`config.mk`:
```
export PLATFORM = sky130hd
export DESIGN_NAME = hostBusPort
export DESIGN_NICKNAME = d
export VERILOG_FILES = /design/src/rtl/hostBusPkg.sv /design/src/rtl/hostBusSync.sv /design/src/rtl/hostRegBank.sv /design/src/rtl/hostBusCtrl.sv /design/src/rtl/hostBusDatapath.sv /design/src/rtl/hostBusPort.sv
export SDC_FILE = /design/constraint.sdc
export NUM_CORES = 2
export LEC_CHECK = 0
export ABC_CLOCK_PERIOD_IN_PS = 4300
export BUFFER_PORTS_ARGS = -buffer_cell sky130_fd_sc_hd__buf_4
export CAP_MARGIN = 20
export CORE_UTILIZATION = 34
export DETAILED_ROUTE_END_ITERATION = 12
export HOLD_SLACK_MARGIN = 0.08
export SKIP_CTS_REPAIR_TIMING = 1
export SLEW_MARGIN = 15
export SYNTH_ARGS = -nofsm -noshare
export SYNTH_HDL_FRONTEND = slang
export SYNTH_SLANG_ARGS = --single-unit
```
`constraint.sdc`:
```
create_clock -name clk -period 4.3 [get_ports clk]
set_input_delay 0.43 -clock clk [delete_from_list [all_inputs] [get_ports clk]]
set_output_delay 0.43 -clock clk [all_outputs]
set_load 0.01 [all_outputs]
```
`src/rtl/hostBusPkg.sv`:
```
package hostBusPkg;

  typedef enum logic [1:0] {
    MODE_MUX = 2'b00,
    MODE_SEP = 2'b01,
    MODE_DIR = 2'b10,
    MODE_OFF = 2'b11
  } busModeE;

  // Strobes from control to datapath, all aligned to the synchronized bus.
  typedef struct packed {
    logic latchAddr;   // address-latch strobe just fell
    logic useMuxAddr;  // take address from the latched bus value
    logic captureWr;   // write is active this cycle
    logic commitWr;    // write just ended: store captured word
    logic startRd;     // read just began: load the read holding register
    logic readAct;     // read is active
  } ctrlStrobeS;

endpackage

```
`src/rtl/hostBusSync.sv`:
```
module hostBusSync #(
  parameter int WIDTH = 1,
  parameter int STAGES = 2,
  parameter logic [WIDTH-1:0] RESET_VAL = '0
) (
  input  logic             clk,
  input  logic             rstN,
  input  logic [WIDTH-1:0] d,
  output logic [WIDTH-1:0] q
);

  logic [STAGES-1:0][WIDTH-1:0] stage;

  always_ff @(posedge clk or negedge rstN) begin
    if (!rstN) begin
      for (int s = 0; s < STAGES; s++) stage[s] <= RESET_VAL;
    end else begin
      stage[0] <= d;
      for (int s = 1; s < STAGES; s++) stage[s] <= stage[s-1];
    end
  end

  assign q = stage[STAGES-1];

endmodule

```
`src/rtl/hostRegBank.sv`:
```
module hostRegBank #(
  parameter int ADDR_W = 7,
  parameter int DATA_W = 8
) (
  input  logic              clk,
  input  logic              rstN,
  input  logic              we,
  input  logic [ADDR_W-1:0] wAddr,
  input  logic [DATA_W-1:0] wData,
  input  logic [ADDR_W-1:0] rAddr,
  output logic [DATA_W-1:0] rData
);

  localparam int DEPTH = 1 << ADDR_W;

  logic [DATA_W-1:0] mem [DEPTH];

  always_ff @(posedge clk or negedge rstN) begin
    if (!rstN) begin
      for (int i = 0; i < DEPTH; i++) mem[i] <= '0;
    end else if (we) begin
      mem[wAddr] <= wData;
    end
  end

  assign rData = mem[rAddr];

endmodule

```
`src/rtl/hostBusCtrl.sv`:
```
module hostBusCtrl
  import hostBusPkg::*;
#(
  parameter int SYNC_STAGES = 2
) (
  input  logic       clk,
  input  logic       rstN,
  input  logic [1:0] busMode,
  input  logic       csN,
  input  logic       aleIn,
  input  logic       wrN,
  input  logic       rdN,
  output ctrlStrobeS strobes
);

  localparam logic [3:0] IDLE_LEVELS = 4'b1011; // csN, ale, wrN, rdN

  logic [3:0] pinVec, syncVec;
  logic csS, aleS, wrS, rdS;
  logic aleQ, wrActQ, rdActQ;
  logic wrAct, rdAct, isMux;

  assign pinVec = {csN, aleIn, wrN, rdN};

  hostBusSync #(.WIDTH(4), .STAGES(SYNC_STAGES), .RESET_VAL(IDLE_LEVELS)) u_pinSync (
    .clk(clk), .rstN(rstN), .d(pinVec), .q(syncVec)
  );

  assign {csS, aleS, wrS, rdS} = syncVec;

  // Protocol decode: which access is in progress in the synchronized domain.
  always_comb begin
    wrAct = 1'b0;
    rdAct = 1'b0;
    isMux = 1'b0;
    unique case (busModeE'(busMode))
      MODE_MUX: begin
        isMux = 1'b1;
        wrAct = !csS && !wrS;
        rdAct = !csS && !rdS && wrS;
      end
      MODE_SEP: begin
        wrAct = !csS && !wrS;
        rdAct = !csS && !rdS && wrS;
      end
      MODE_DIR: begin
        wrAct = !csS && !wrS;
        rdAct = !csS && wrS;
      end
      default: begin
        wrAct = 1'b0;
        rdAct = 1'b0;
      end
    endcase
  end

  always_ff @(posedge clk or negedge rstN) begin
    if (!rstN) begin
      aleQ   <= 1'b0;
      wrActQ <= 1'b0;
      rdActQ <= 1'b0;
    end else begin
      aleQ   <= aleS;
      wrActQ <= wrAct;
      rdActQ <= rdAct;
    end
  end

  always_comb begin
    strobes.latchAddr  = isMux && aleQ && !aleS;
    strobes.useMuxAddr = isMux;
    strobes.captureWr  = wrAct;
    strobes.commitWr   = wrActQ && !wrAct;
    strobes.startRd    = rdAct && !rdActQ;
    strobes.readAct    = rdAct;
  end

endmodule

```
`src/rtl/hostBusDatapath.sv`:
```
module hostBusDatapath
  import hostBusPkg::*;
#(
  parameter int ADDR_W = 7,
  parameter int DATA_W = 8,
  parameter int SYNC_STAGES = 2
) (
  input  logic              clk,
  input  logic              rstN,
  input  logic [ADDR_W-1:0] addrIn,
  input  logic [DATA_W-1:0] dataIn,
  input  ctrlStrobeS        strobes,
  output logic [DATA_W-1:0] dataOut,
  output logic              dataOe
);

  logic [ADDR_W-1:0] addrS, muxAddr, accessAddr, wrAddrHold;
  logic [DATA_W-1:0] dataS, wrDataHold, readHold, bankData;

  // Address and data follow the same pipeline depth as the strobes.
  hostBusSync #(.WIDTH(ADDR_W), .STAGES(SYNC_STAGES)) u_addrSync (
    .clk(clk), .rstN(rstN), .d(addrIn), .q(addrS)
  );
  hostBusSync #(.WIDTH(DATA_W), .STAGES(SYNC_STAGES)) u_dataSync (
    .clk(clk), .rstN(rstN), .d(dataIn), .q(dataS)
  );

  always_ff @(posedge clk or negedge rstN) begin
    if (!rstN) muxAddr <= '0;
    else if (strobes.latchAddr) muxAddr <= dataS[ADDR_W-1:0];
  end

  assign accessAddr = strobes.useMuxAddr ? muxAddr : addrS;

  always_ff @(posedge clk or negedge rstN) begin
    if (!rstN) begin
      wrAddrHold <= '0;
      wrDataHold <= '0;
    end else if (strobes.captureWr) begin
      wrAddrHold <= accessAddr;
      wrDataHold <= dataS;
    end
  end

  hostRegBank #(.ADDR_W(ADDR_W), .DATA_W(DATA_W)) u_bank (
    .clk(clk), .rstN(rstN),
    .we(strobes.commitWr), .wAddr(wrAddrHold), .wData(wrDataHold),
    .rAddr(accessAddr), .rData(bankData)
  );

  always_ff @(posedge clk or negedge rstN) begin
    if (!rstN) begin
      readHold <= '0;
      dataOe   <= 1'b0;
    end else begin
      if (strobes.startRd) readHold <= bankData;
      dataOe <= strobes.readAct;
    end
  end

  assign dataOut = readHold;

endmodule

```
`src/rtl/hostBusPort.sv`:
```
module hostBusPort
  import hostBusPkg::*;
#(
  parameter int ADDR_W = 7,
  parameter int DATA_W = 8,
  parameter int SYNC_STAGES = 2
) (
  input  logic              clk,
  input  logic              rstN,
  input  logic [1:0]        busMode,
  input  logic              csN,
  input  logic              aleIn,
  input  logic              wrN,
  input  logic              rdN,
  input  logic [ADDR_W-1:0] addrIn,
  input  logic [DATA_W-1:0] dataIn,
  output logic [DATA_W-1:0] dataOut,
  output logic              dataOe
);

  ctrlStrobeS strobes;
  logic wrCommit;

  hostBusCtrl #(.SYNC_STAGES(SYNC_STAGES)) u_ctrl (
    .clk(clk), .rstN(rstN), .busMode(busMode),
    .csN(csN), .aleIn(aleIn), .wrN(wrN), .rdN(rdN),
    .strobes(strobes)
  );

  hostBusDatapath #(.ADDR_W(ADDR_W), .DATA_W(DATA_W), .SYNC_STAGES(SYNC_STAGES)) u_dp (
    .clk(clk), .rstN(rstN), .addrIn(addrIn), .dataIn(dataIn),
    .strobes(strobes), .dataOut(dataOut), .dataOe(dataOe)
  );

  assign wrCommit = strobes.commitWr;

endmodule

```
-- Word-level counts from Yosys, hierarchy flattened
Index checks and enable logic that the tools add are counted.
- add/sub/neg operators: 0
- multipliers: 0
- divide/modulo/power cells: 0
- magnitude comparators: 3
- equal/unequal tests: 2
- shifts and indexed selects: 0
- muxes and demuxes: 10
- bitwise gates (word level): 2
- reduce and logical (&&, ||, !) cells: 18
- operators with widths (operator ; count):
    $bwmux 1024 ; 1
    $bmux 8 s7 ; 1
    $demux 8 s7 ; 1
    $mux 8 ; 3
    $ge 8x8->1 const B ; 2
    $not 7->8 ; 2
    $logic_and 1x1->1 ; 9
    $lt 8x1->1 const B ; 1
    $mux 7 ; 1
    $logic_not 1->1 ; 6
    $reduce_or 3->1 ; 1
    $eq 2x1->1 const B ; 1
    $eq 2x2->1 const B ; 1
    $logic_not 2->1 ; 1
    $mux 1 ; 2
    $pmux 1 s2 ; 1
    $reduce_or 2->1 ; 1
- flip-flop bits (word level): 1095
- latch bits: 0
- memory bits (writable): 0
- bits in read-only memories: 0
- bits of input ports: 23
- output and inout bits: 9
- word-level logic and storage cells: 176
- memories: 0

-- Logic depth before layout (Yosys ltp)
- depth in word-level cells: 7
- gate-level depth with buffers: 13
- gate-level depth less buffers: 8

-- Hierarchy
A second synthesis with hierarchy kept.
- cells, all modules: 2927
- area, all modules: 49014.5 sq um
- by module, submodules not included (module ; times used ; cells each ; area an instance (sq um) ; sequential area each (sq um)):
    hostRegBank ; 1 ; 2782 ; 46464.6 ; 25624.6
    hostBusDatapath ; 1 ; 73 ; 1278.7 ; 775.7
    hostBusSync at u_dp.u_dataSync ; 1 ; 24 ; 460.4 ; 400.4
    hostBusSync at u_dp.u_addrSync ; 1 ; 21 ; 402.9 ; 350.3
    hostBusSync at u_ctrl.u_pinSync ; 1 ; 12 ; 237.7 ; 207.7
    hostBusCtrl ; 1 ; 15 ; 170.2 ; 75.1

-- Least setup slack after synthesis
OpenSTA, ideal clock, no wires.
- path kind: input port to flip-flop
- start: input port busMode[1]
- end: register u_dp.readHold[0] (netlist: u_dp.dataOut[0])
- setup time: 0.130 ns
- arrival: 2.405 ns
- data required time: 4.170 ns
- path slack: 1.765 ns
- cell stages on the path: 13
- path buffers: 5
- cell sequence: or3b_4 > and2_1 > buf_6 > buf_8 > buf_6 > buf_2 > buf_2 > nand2_1 > nand3_1 > a31oi_1 > o2111ai_1 > a211oi_1 > nor3_1
- longest elaborated chain between the ends: 7
- elaborated cells between the ends (all ways): 12
- classes of those cells: eq/ne (2); mux (6); bitwise (1); reduce/logical (3)
- ends and longest elaborated chain (element ; RTL line ; RTL):
    from (decl) ; hostBusPort.sv:10 ; input logic [1:0] busMode,
    $logic_not 2->1 ; hostBusCtrl.sv:36 ; unique case (busModeE'(busMode))
    $mux 1 ; hostBusCtrl.sv:36 ;
    $mux 7 ; hostBusDatapath.sv:33 ; assign accessAddr = strobes.useMuxAddr ? muxAddr : addrS;
    $not 7->8 (implied by the code) ; hostRegBank.sv:26 ; assign rData = mem[rAddr];
    $bmux 8 s7 ; hostRegBank.sv:26 ;
    $mux 8 (implied by the code) (2 in a row) ; hostRegBank.sv:26 ;
    to (signal assigned) ; hostBusDatapath.sv:56 ; if (strobes.startRd) readHold <= bankData;
    to (decl) ; hostBusDatapath.sv:18 ; logic [DATA_W-1:0] dataS, wrDataHold, readHold, bankData;
Parallel ways exist; a longest one is shown, timed or not. The select of a mux whose other input is x is not followed.
A chain may end at the register's enable or synchronous reset.

-- Worst setup path in the final report
- start: register u_dp.muxAddr[0]
- end: register u_dp.readHold[6] (netlist: u_dp.dataOut[6])
- longest elaborated chain between the ends: 5
- ends and longest elaborated chain (element ; RTL line ; RTL):
    from (decl) ; hostBusDatapath.sv:17 ; logic [ADDR_W-1:0] addrS, muxAddr, accessAddr, wrAddrHold;
    from (signal assigned) ; hostBusDatapath.sv:30 ; else if (strobes.latchAddr) muxAddr <= dataS[ADDR_W-1:0];
    $mux 7 ; hostBusDatapath.sv:33 ;
    $not 7->8 (implied by the code) ; hostRegBank.sv:26 ;
    $bmux 8 s7 ; hostRegBank.sv:26 ;
    $mux 8 (implied by the code) (2 in a row) ; hostRegBank.sv:26 ;
No other way between the ends. The select of a mux whose other input is x is not followed.

==> run metrics <==
status complete, no violations; fin crit share 85.5%; pin count of the biggest net entering global routing 168; antenna-violating nets left 0; clk_lat worst skew 0.73 ns; R2R depth 10; Vias per Instance 5.53; Post-Synthesis Cells 3,968; flops & latches, synth 1,095; GRT overflow 0; die height 383 um; met2 WL 66,700 um; input/output buffers 31; core footprint 0.144 mm2; syn nets 3,991; Period minus WS final 3.68 ns; commonest non-fill, non-tap cell in the layout dfrtp_1; Initial Util 34.4%; Avg Cell Area, Syn 12.5 um2; Post-synth ARST share 100%; # Max-Cap Violations 0; Routed WL 146,000 um; worst min-delay path category in -> async; final setup fails 0; reg-to-reg slack, setup 0.62 ns; initial DRC count 2,745; DR WL met3 8650 um; Post-synth EDFFs 0; FP Rows 139; number of global-route vias before repair 33.6k; Placer Congestion 0.881; RSZ-0062 raised after global routing no; Fin. Hold Viols 0; Post-Layout Cell Count 6,005; CP cell instances or3b_4 > and2_4 > buf_12 > buf_4 > mux2_2 > o211ai_1 > a21o_1 > nand3_1 > nor4_1 > nor3_1; Layout Skew 0.0504 ns; Num Clock Sinks 1,095; static leakage 26.3 nW; critical path's slowest cell nor4_1; Worst Path Required 4.88 ns; die width 383 um; area grow syn2layout 14.8%; Reg clk slew, reported paths 0.06 ns; Final HPWL DP 93,800 um; FMAX 0.272 GHz; GRT Total Usage 19.8%; layout cells sized above 1 37.2%; initial antenna violation count 1; Slew headroom 18.5%; synthesized cell area 0.0494 mm2; Vias 33.2k; worst-path maximum fanout 34; fillcell total 13.5k; worst path arrival time 4.26 ns; # nets final 4,026; critical path type reg -> reg; worst IR drop on VDD 0.315 mV; Cell Pwr Density 453 mW/mm2; register area share after synthesis 55.5%; H-tree depth 3; Top Metal Used met5; DRC 0; CP Launch Type flip-flop; worst reg2reg path endpoint u_dp.dataOut[6]; Ports 32; Post-Place Cells 5,768; clk buf depth 3; setup_tns 0 ns; root buffer cell clkbuf_16; total CTS buffers 116; DR pass1 iterations 7; Worst Tran Pin Value 1.22 ns; Synth Flop Type dfrtp_1; M1 WL 66,200 um; Crit. End Element flip-flop; Setup WS post-layout 0.623 ns; R2R Path Start u_dp.muxAddr[0]; Place WS 0.429 ns; CP max stage delay 0.57 ns; DIE AREA 0.147 mm2; fin. max-slew vios 0; CTS tree built; first-pass GRT wire length 222,000 um; WL/cell 24.2 um; Yosys cell types 59; Yosys warning count 0; commonest cells after routing, fill and taps aside dfrtp_1, mux2_2, nand2_1
[cells by family after synthesis]
| group | share of synthesized area, % |
|---|---|
| buf+inv | 2.46 |
| compound gates | 5.36 |
| simple gates | 9.17 |
| flops | 55.5 |
| mux | 27.5 |
[registers in the layout, summed over array words and instances (netlist names)]
register	flops
u_ctrl.aleQ	1
u_ctrl.u_pinSync.q	4
u_ctrl.u_pinSync.stage	4
u_ctrl.wrActQ	1
u_dp.dataOe	1
u_dp.dataOut	8
u_dp.muxAddr	7
u_dp.u_addrSync.q	7
u_dp.u_addrSync.stage	7
u_dp.u_bank.mem	1024
u_dp.u_dataSync.q	8
u_dp.u_dataSync.stage	8
u_dp.wrAddrHold	7
u_dp.wrDataHold	8
[stage by stage]
| stage | cell area (um2) | total power [mW] | hold WS (ns) | util, % |
|---|---|---|---|---|
| after global routing | 56700 | 26.7 | 0.241 | 39.5 |
| after global placement | 52600 | 15.4 | 0.333 | 36.6 |
| after floorplan | 49400 | 13.8 | 0.134 | - |
| final | 56800 | 25.7 | 0.220 | 39.5 |
| after detailed placement | 52600 | 15.5 | 0.335 | 36.6 |
| after CTS | 56500 | 25.9 | -0.402 | 39.3 |
[cells in the mapped netlist, types with 3 or more instances]
cell type  number  share of area (%)
nor4_1          9               0.11
a211oi_1       30               0.46
o21ai_0        20               0.20
o221ai_1       16               0.28
nor2b_1         5              0.063
nor2_2         19               0.24
dfstp_2         6               0.32
nand3_1       171                1.7
nor4b_1         9               0.16
mux2i_1        67                1.4
dfrtp_1      1089                 55
nand2b_1       10               0.13
mux2_2       1041                 24
o2111ai_1      21               0.37
o32a_1          7               0.14
buf_1          15               0.11
a21oi_1       108                1.1
o22a_1          8               0.14
nor2_1         90               0.68
nor3_1         17               0.17
a32oi_1        32               0.57
buf_6           7               0.16
and3_1         25               0.32
a2111oi_0       9               0.16
a22oi_1        26               0.39
a221oi_1        7               0.12
a22o_1         15               0.27
o21ai_1         3              0.030
nand4_1        45               0.57
o22ai_1        15               0.19
a31oi_1        50               0.63
inv_1           4              0.030
clkbuf_1      216                1.6
nand2_1       624                4.7
o21a_1          4              0.061
mux4_2         54                2.5
buf_2          42               0.43
[critical path, delay by kind of cell, from the launching register on]
kind	cells	cell delay [ns]
multiplexers	1	0.39
buffers and inverters	2	0.63
flip-flops	1	0.39
AO/OA/AOI/OAI	2	0.33
AND/OR/NAND/NOR	5	1.74
[per-layer routing]
metal / vias up / GRT usage (%)
met1: 17600 / 28.1
met5: - / 0
met4: 2 / 5.39
li1: 14300 / -
met2: 1017 / 30.9
met3: 229 / 3.51
[cell type report]
type	instances	area, um2	share of cell area (%)
Antenna cell	1	2.50	0.00441
Inverter	4	15.0	0.0265
Sequential cell	1095	27400	48.3
Clock buffer	173	3410	6.00
Tap cell	1903	2380	4.20
Clock inverter	43	542	0.955
Multi-Input combinational cell	2585	20900	36.9
Timing Repair Buffer	201	2040	3.60
[worst max path at each step]
stage / startpoint / end / slack (ns) / cells past startpoint
3_5_place_dp: busMode[1] / u_dp.dataOut[6] / 0.43 / 10
4_1_cts: u_dp.muxAddr[0] / u_dp.dataOut[6] / 0.65 / 10
3_3_place_gp: busMode[1] / u_dp.dataOut[6] / 0.50 / 10
2_1_floorplan: busMode[1] / u_dp.dataOut[0] / 1.77 / 13
6_report: u_dp.muxAddr[0] / u_dp.dataOut[6] / 0.62 / 10
5_1_grt: u_dp.muxAddr[0] / u_dp.dataOut[6] / 0.60 / 10
[where the power goes]
group          internal [mW]  switching [mW]  leakage, nW
Combinational           1.33            2.03         9.31
Clock                   6.07            4.27         1.95
Sequential              11.1           0.874         15.0
(Power assumes the default switching activity.)
